===== src/rtl/vtb_pkg.sv =====
package vtb_pkg;
   // number of trellis states for a constraint length
   function automatic int num_states(input int k);
      return 1 << (k - 1);
   endfunction

   // bits needed to hold the value n-1, at least one
   function automatic int cnt_bits(input int n);
      int b;
      b = 0;
      while ((1 << b) < n) b++;
      return (b < 1) ? 1 : b;
   endfunction
endpackage


===== src/rtl/vtb_window_ctrl.sv =====
module vtb_window_ctrl #(
   parameter int WIN_LEN = 4
) (
   input  logic clk,
   input  logic rst,
   output logic restart,
   output logic primed
);
   localparam int CW = vtb_pkg::cnt_bits(WIN_LEN);
   localparam logic [CW-1:0] LAST = CW'(WIN_LEN - 1);

   logic [CW-1:0] cnt;

   assign restart = (cnt == LAST);

   always_ff @(posedge clk) begin
      if (rst) begin
         cnt    <= '0;
         primed <= 1'b0;
      end else if (restart) begin
         cnt    <= '0;
         primed <= 1'b1;
      end else begin
         cnt <= cnt + CW'(1);
      end
   end
endmodule


===== src/rtl/vtb_start_select.sv =====
module vtb_start_select #(
   parameter int NS = 4,
   parameter int MW = 8
) (
   input  logic [NS*MW-1:0]     metrics,
   output logic [$clog2(NS)-1:0] best_state
);
   localparam int SB = $clog2(NS);

   logic [MW-1:0] best_val;

   always_comb begin
      best_val   = '0;
      best_state = '0;
      for (int i = 0; i < NS; i++) begin
         if (metrics[i*MW +: MW] > best_val) begin
            best_val   = metrics[i*MW +: MW];
            best_state = SB'(i);
         end
      end
   end
endmodule


===== src/rtl/vtb_decision_store.sv =====
module vtb_decision_store #(
   parameter int NS      = 4,
   parameter int WIN_LEN = 4
) (
   input  logic          clk,
   input  logic          rst,
   input  logic          restart,
   input  logic [NS-1:0] dec_in,
   output logic [NS-1:0] tb_head
);
   localparam int DL = WIN_LEN - 1;

   logic [NS-1:0] dly [DL];
   logic [NS-1:0] tb  [WIN_LEN];

   // delay line: dly[0] holds the newest stored stage
   always_ff @(posedge clk) begin
      if (rst) dly[0] <= '0;
      else     dly[0] <= dec_in;
   end

   generate
      for (genvar i = 1; i < DL; i++) begin : g_dly
         always_ff @(posedge clk) begin
            if (rst) dly[i] <= '0;
            else     dly[i] <= dly[i-1];
         end
      end
   endgenerate

   // traceback chain: parallel load on restart, else shift toward head
   always_ff @(posedge clk) begin
      if (rst)          tb[0] <= '0;
      else if (restart) tb[0] <= dec_in;
      else              tb[0] <= tb[1];
   end

   generate
      for (genvar i = 1; i < WIN_LEN; i++) begin : g_tb
         if (i == WIN_LEN - 1) begin : g_tail
            always_ff @(posedge clk) begin
               if (rst)          tb[i] <= '0;
               else if (restart) tb[i] <= dly[i-1];
               else              tb[i] <= '0;
            end
         end else begin : g_mid
            always_ff @(posedge clk) begin
               if (rst)          tb[i] <= '0;
               else if (restart) tb[i] <= dly[i-1];
               else              tb[i] <= tb[i+1];
            end
         end
      end
   endgenerate

   assign tb_head = tb[0];
endmodule


===== src/rtl/vtb_walk.sv =====
module vtb_walk #(
   parameter int NS      = 4,
   parameter int WIN_LEN = 4
) (
   input  logic                  clk,
   input  logic                  rst,
   input  logic                  restart,
   input  logic                  primed,
   input  logic [$clog2(NS)-1:0] start_state,
   input  logic [NS-1:0]         tb_head,
   output logic [WIN_LEN-1:0]    bits,
   output logic                  valid
);
   localparam int SB = $clog2(NS);

   logic [SB-1:0]      cur;
   logic [WIN_LEN-1:0] acc;
   logic               busy;

   always_ff @(posedge clk) begin
      if (rst) begin
         cur   <= '0;
         acc   <= '0;
         busy  <= 1'b0;
         bits  <= '0;
         valid <= 1'b0;
      end else begin
         valid <= 1'b0;
         if (restart) begin
            if (busy) begin
               bits  <= {acc[WIN_LEN-2:0], cur[0]};
               valid <= 1'b1;
            end
            cur  <= start_state;
            acc  <= '0;
            busy <= primed;
         end else if (busy) begin
            acc <= {acc[WIN_LEN-2:0], cur[0]};
            cur <= {tb_head[cur], cur[SB-1:1]};
         end
      end
   end
endmodule


===== src/rtl/viterbi_traceback.sv =====
module viterbi_traceback #(
   parameter int CONSTR_LEN = 3,
   parameter int WIN_LEN    = 4,
   parameter int METRIC_W   = 8
) (
   input  logic                                      clk,
   input  logic                                      rst,
   input  logic [(1<<(CONSTR_LEN-1))-1:0]            dec_vec,
   input  logic [(1<<(CONSTR_LEN-1))*METRIC_W-1:0]   path_metrics,
   output logic                                      restart,
   output logic [WIN_LEN-1:0]                        bit_line,
   output logic                                      bit_valid
);
   localparam int NS = vtb_pkg::num_states(CONSTR_LEN);
   localparam int SB = $clog2(NS);

   generate
      if (CONSTR_LEN < 3) begin : g_bad_k
         $error("CONSTR_LEN must be at least 3");
      end
      if (WIN_LEN < 2) begin : g_bad_win
         $error("WIN_LEN must be at least 2");
      end
      if (METRIC_W < 1) begin : g_bad_mw
         $error("METRIC_W must be positive");
      end
   endgenerate

   logic          primed;
   logic [SB-1:0] start_state;
   logic [NS-1:0] tb_head;

   vtb_window_ctrl #(.WIN_LEN(WIN_LEN)) u_ctrl (
      .clk(clk), .rst(rst), .restart(restart), .primed(primed)
   );

   vtb_start_select #(.NS(NS), .MW(METRIC_W)) u_sel (
      .metrics(path_metrics), .best_state(start_state)
   );

   vtb_decision_store #(.NS(NS), .WIN_LEN(WIN_LEN)) u_store (
      .clk(clk), .rst(rst), .restart(restart), .dec_in(dec_vec),
      .tb_head(tb_head)
   );

   vtb_walk #(.NS(NS), .WIN_LEN(WIN_LEN)) u_walk (
      .clk(clk), .rst(rst), .restart(restart), .primed(primed),
      .start_state(start_state), .tb_head(tb_head),
      .bits(bit_line), .valid(bit_valid)
   );
endmodule


===== config.mk =====
export PLATFORM = sky130hd
export DESIGN_NAME = viterbi_traceback
export DESIGN_NICKNAME = d
export VERILOG_FILES = /design/src/rtl/vtb_pkg.sv /design/src/rtl/vtb_window_ctrl.sv /design/src/rtl/vtb_start_select.sv /design/src/rtl/vtb_decision_store.sv /design/src/rtl/vtb_walk.sv /design/src/rtl/viterbi_traceback.sv
export SDC_FILE = /design/constraint.sdc
export NUM_CORES = 1
export LEC_CHECK = 0
export ABC_AREA = 0
export BUFFER_PORTS_ARGS = -buffer_cell sky130_fd_sc_hd__buf_2
export CAP_MARGIN = 15
export CORE_MARGIN = 2
export CORE_UTILIZATION = 55
export CTS_BUF_LIST = sky130_fd_sc_hd__clkbuf_8
export DETAILED_ROUTE_END_ITERATION = 10
export GPL_TIMING_DRIVEN = 0
export PLACE_DENSITY_LB_ADDON = 0.05
export SETUP_SLACK_MARGIN = 0.02
export SLEW_MARGIN = 10
export SYNTH_ARGS = -nofsm -noshare
export SYNTH_HDL_FRONTEND = slang
export SYNTH_SLANG_ARGS = --single-unit

===== constraint.sdc =====
create_clock -name clk -period 7.4 [get_ports clk]
set_clock_uncertainty 0.15 [all_clocks]
set_input_delay 1.11 -clock clk [delete_from_list [all_inputs] [get_ports clk]]
set_output_delay 1.11 -clock clk [all_outputs]
set_load 0.01 [all_outputs]

==> flow_summary.ini <==
[synthesis]
synthTopCellsByCount = 26 x dfxtp_1, 26 x nor2_1, 25 x ha_1
ys_seq_area_share_pct = 41.6
synth.top_cell.area_share_pct = 21.6
synth_xor_area_share_pct = 0
synth_edf_count = 16
synth_adder_area_share_pct = 13.0
yosysUniqueCellTypes = 38
synth_compound_gate_area_share_pct = 14.9
synth_cells = 248
synthSimpleGateAreaFrac_pct = 18.0
synth_top_family_by_area = simple AND/OR/NAND/NOR gates
synth_top_area_cell = dfxtp_1
avgSynthCellArea_um2 = 9.71
synth-seq-cells = 42
synthArstFlopShare_pct = 0
syn_area_um2 = 2410
yosys_most_used_dff = dfxtp_1
ys_warn_count = 0
muxShareOfSynthArea_pct = 8.00
synth_area_leaders = dfxtp_1 22%, edfxtp_1 20%, ha_1 13%, mux2i_1 7.1%, a21oi_1 4.2%

[clock_network]
hold_buffers = 0
ctsResizeCount = 0
cts-root-buf = clkbuf_8
path_clk_slew_ps = 70
htreeDepth = 2
cts_tree = yes
cts_post_setup_buffers_inserted = 0
cts_buffer_depth = 2
clock_sinks = 42
cts_buffers = 5
clock_latency_ps = 290

[floorplanning]
boundaryPins = 44
rows = 24
dieHeight_um = 70.2
coreArea_um2 = 4290
dieWidth_um = 70.2
die_area_um2 = 4920
initial_core_util_pct = 56.1

[worst_setup_path]
r2r_setup_slack_ps = 5580
r2r_cells = 4
crit_type = input pin to flop
required_ps = 7430
rr_startpoint = u_ctrl.cnt[0]
cp_cell_sequence = buf_2 -> inv_1 -> ha_1 -> nand2_1 -> o211ai_1 -> o31a_1 -> nand3_1 -> and2_1 -> ha_1 -> nand4_2 -> a211o_1 -> buf_6 -> and2_4 -> buf_6 -> a31o_1 -> ha_1 -> and3_1 -> a221oi_1 -> nor3_1 -> o211a_1 -> a311o_1
startpoint_type = input pin
worstPathArrival_ps = 5510
cp_top_family = compound AO/OA/AOI/OAI gates
cp.buffers_inverters = 4
worst_path_largest_cell_delay_ps = 400
cp_max_fo = 10
crit_path_end_kind = flop
crit_top_cell = ha_1
r2r-end = u_store.tb[0][2]
cp_slowest_cell = o31a_1

[worst_hold_path]
hold_path_class = flop to flop
min_to = u_ctrl.cnt[0]
min_from = u_ctrl.cnt[0]
holdPathStages = 1

[power]
vdd_drop_max_v = 0.000157
p_leak_nw = 1.26
power_density_nw_per_um2 = 200
power_mw = 0.572

[placed_design]
finalWeightedCongestion = 0.904
dp_hpwl_um = 3790
port_buffers = 43

[timing]
grt_setup_unrepaired = no
max_freq_ghz = 0.182
tns_ps = 0
whs_ps = 286
worst_pin_slew_ps = 618
period_share_pct = 74.2
finalSetupViolCount = 0
slew_headroom_pct = 58.8
finalMaxSlewViolations = 0
fin_crit_ps = 5490
hold_viol_final = 0

[routing]
viasPerCell = 5.25
via_count = 1923
wirelength_um = 4900
first_pass_iters = 4
antenna_left = 0
drtIter0Drc = 65
drc = 0
wl_per_cell_um = 13.4

[finish]
drive_above_1_share_pct = 19.1
area_growth_syn_to_layout_pct = 18.4
finalNetCount = 376
diodes = 0

[global_routing]
grtUsageTotal_pct = 21.6
antenna_found_initial = 0
grt_pass1_wl_um = 8390
grt_pass1_vias = 1861
grt_max_degree = 14
overflow = 0

[flow_run]
maxCapViolations = 0

[outcome]
status = complete, no violations
## worst max path at each step
stage | from | to | slack (ps) | cells past startpoint
floorplan | path_metrics[7] | u_walk.cur[0] | 2220 | 21
global placement | path_metrics[7] | u_walk.cur[0] | 1760 | 21
detailed placement | path_metrics[15] | u_walk.cur[0] | 1660 | 20
CTS | path_metrics[7] | u_walk.cur[0] | 1980 | 21
global route | path_metrics[15] | u_walk.cur[0] | 1590 | 20
finish | path_metrics[7] | u_walk.cur[0] | 1910 | 21
## metrics by stage
step	utilization [%]	std cells	instance area, um2	setup slack, ps
6_report	66.4	366	2850	1910
5_1_grt	66.4	366	2850	1590
4_1_cts	66.4	366	2850	1980
3_5_place_dp	63.9	358	2750	1660
3_3_place_gp	63.9	358	2750	1760
2_1_floorplan	-	263	2460	2220
## power breakdown
part / internal [mW] / switching [mW] / total (mW) / leakage (nW)
clock network: 0.0981 / 0.0716 / 0.170 / 0.0570
logic: 0.0666 / 0.0806 / 0.147 / 0.824
registers: 0.251 / 0.00401 / 0.255 / 0.376
total: 0.415 / 0.156 / 0.572 / 1.26
## cell usage in the layout (no fill, tap or decap), types with 2 or more instances in the layout
cell	count
nor2_1	26
o211a_1	2
edfxtp_1	16
inv_1	14
and2_1	11
nand3_1	13
or2_2	2
ha_1	25
clkbuf_1	5
conb_1	16
a31o_1	7
nand2_1	10
nand4_1	3
o21ai_0	11
clkbuf_8	5
buf_1	3
a21oi_1	20
dfxtp_1	26
buf_2	44
o211ai_1	2
mux2i_1	17
buf_6	2
nor2b_1	16
## flip-flops by register name, indices dropped and copies added (netlist names)
register	flops
u_walk.busy	1
u_store.dly	12
u_store.tb	16
u_walk.cur	2
u_walk.acc	3
u_ctrl.cnt	2
u_ctrl.primed	1
u_walk.valid	1
u_walk.bits	4
## routing by layer
layer	up-vias	track usage, %	wire length, um
li1	1004	-	-
met4	0	7.05	73
met1	865	29.3	2270
met3	8	4.33	278
met5	-	0	0
met2	46	34.6	2280
## layout make-up
class | count | area, um2
Sequential cell | 42 | 1000
Inverter | 13 | 48.8
Buffer | 11 | 57.6
Clock inverter | 3 | 37.5
Multi-Input combinational cell | 197 | 1360
Clock buffer | 5 | 68.8
Fill cell | 365 | 1440
Timing Repair Buffer | 43 | 215
Tap cell | 52 | 65.1
## logic make-up (layout without fill, tap and decap cells)
| family | after synthesis | in the layout |
|---|---|---|
| AND/OR/NAND/NOR | 85 | 85 |
| AO/OA/AOI/OAI | 53 | 53 |
| flip-flops | 42 | 42 |
| adder cells (fa/ha/maj) | 25 | 25 |
| buffers and inverters | 24 | 75 |
| multiplexers | 18 | 18 |
| other | 1 | 16 |
(Power assumes the default switching activity.)
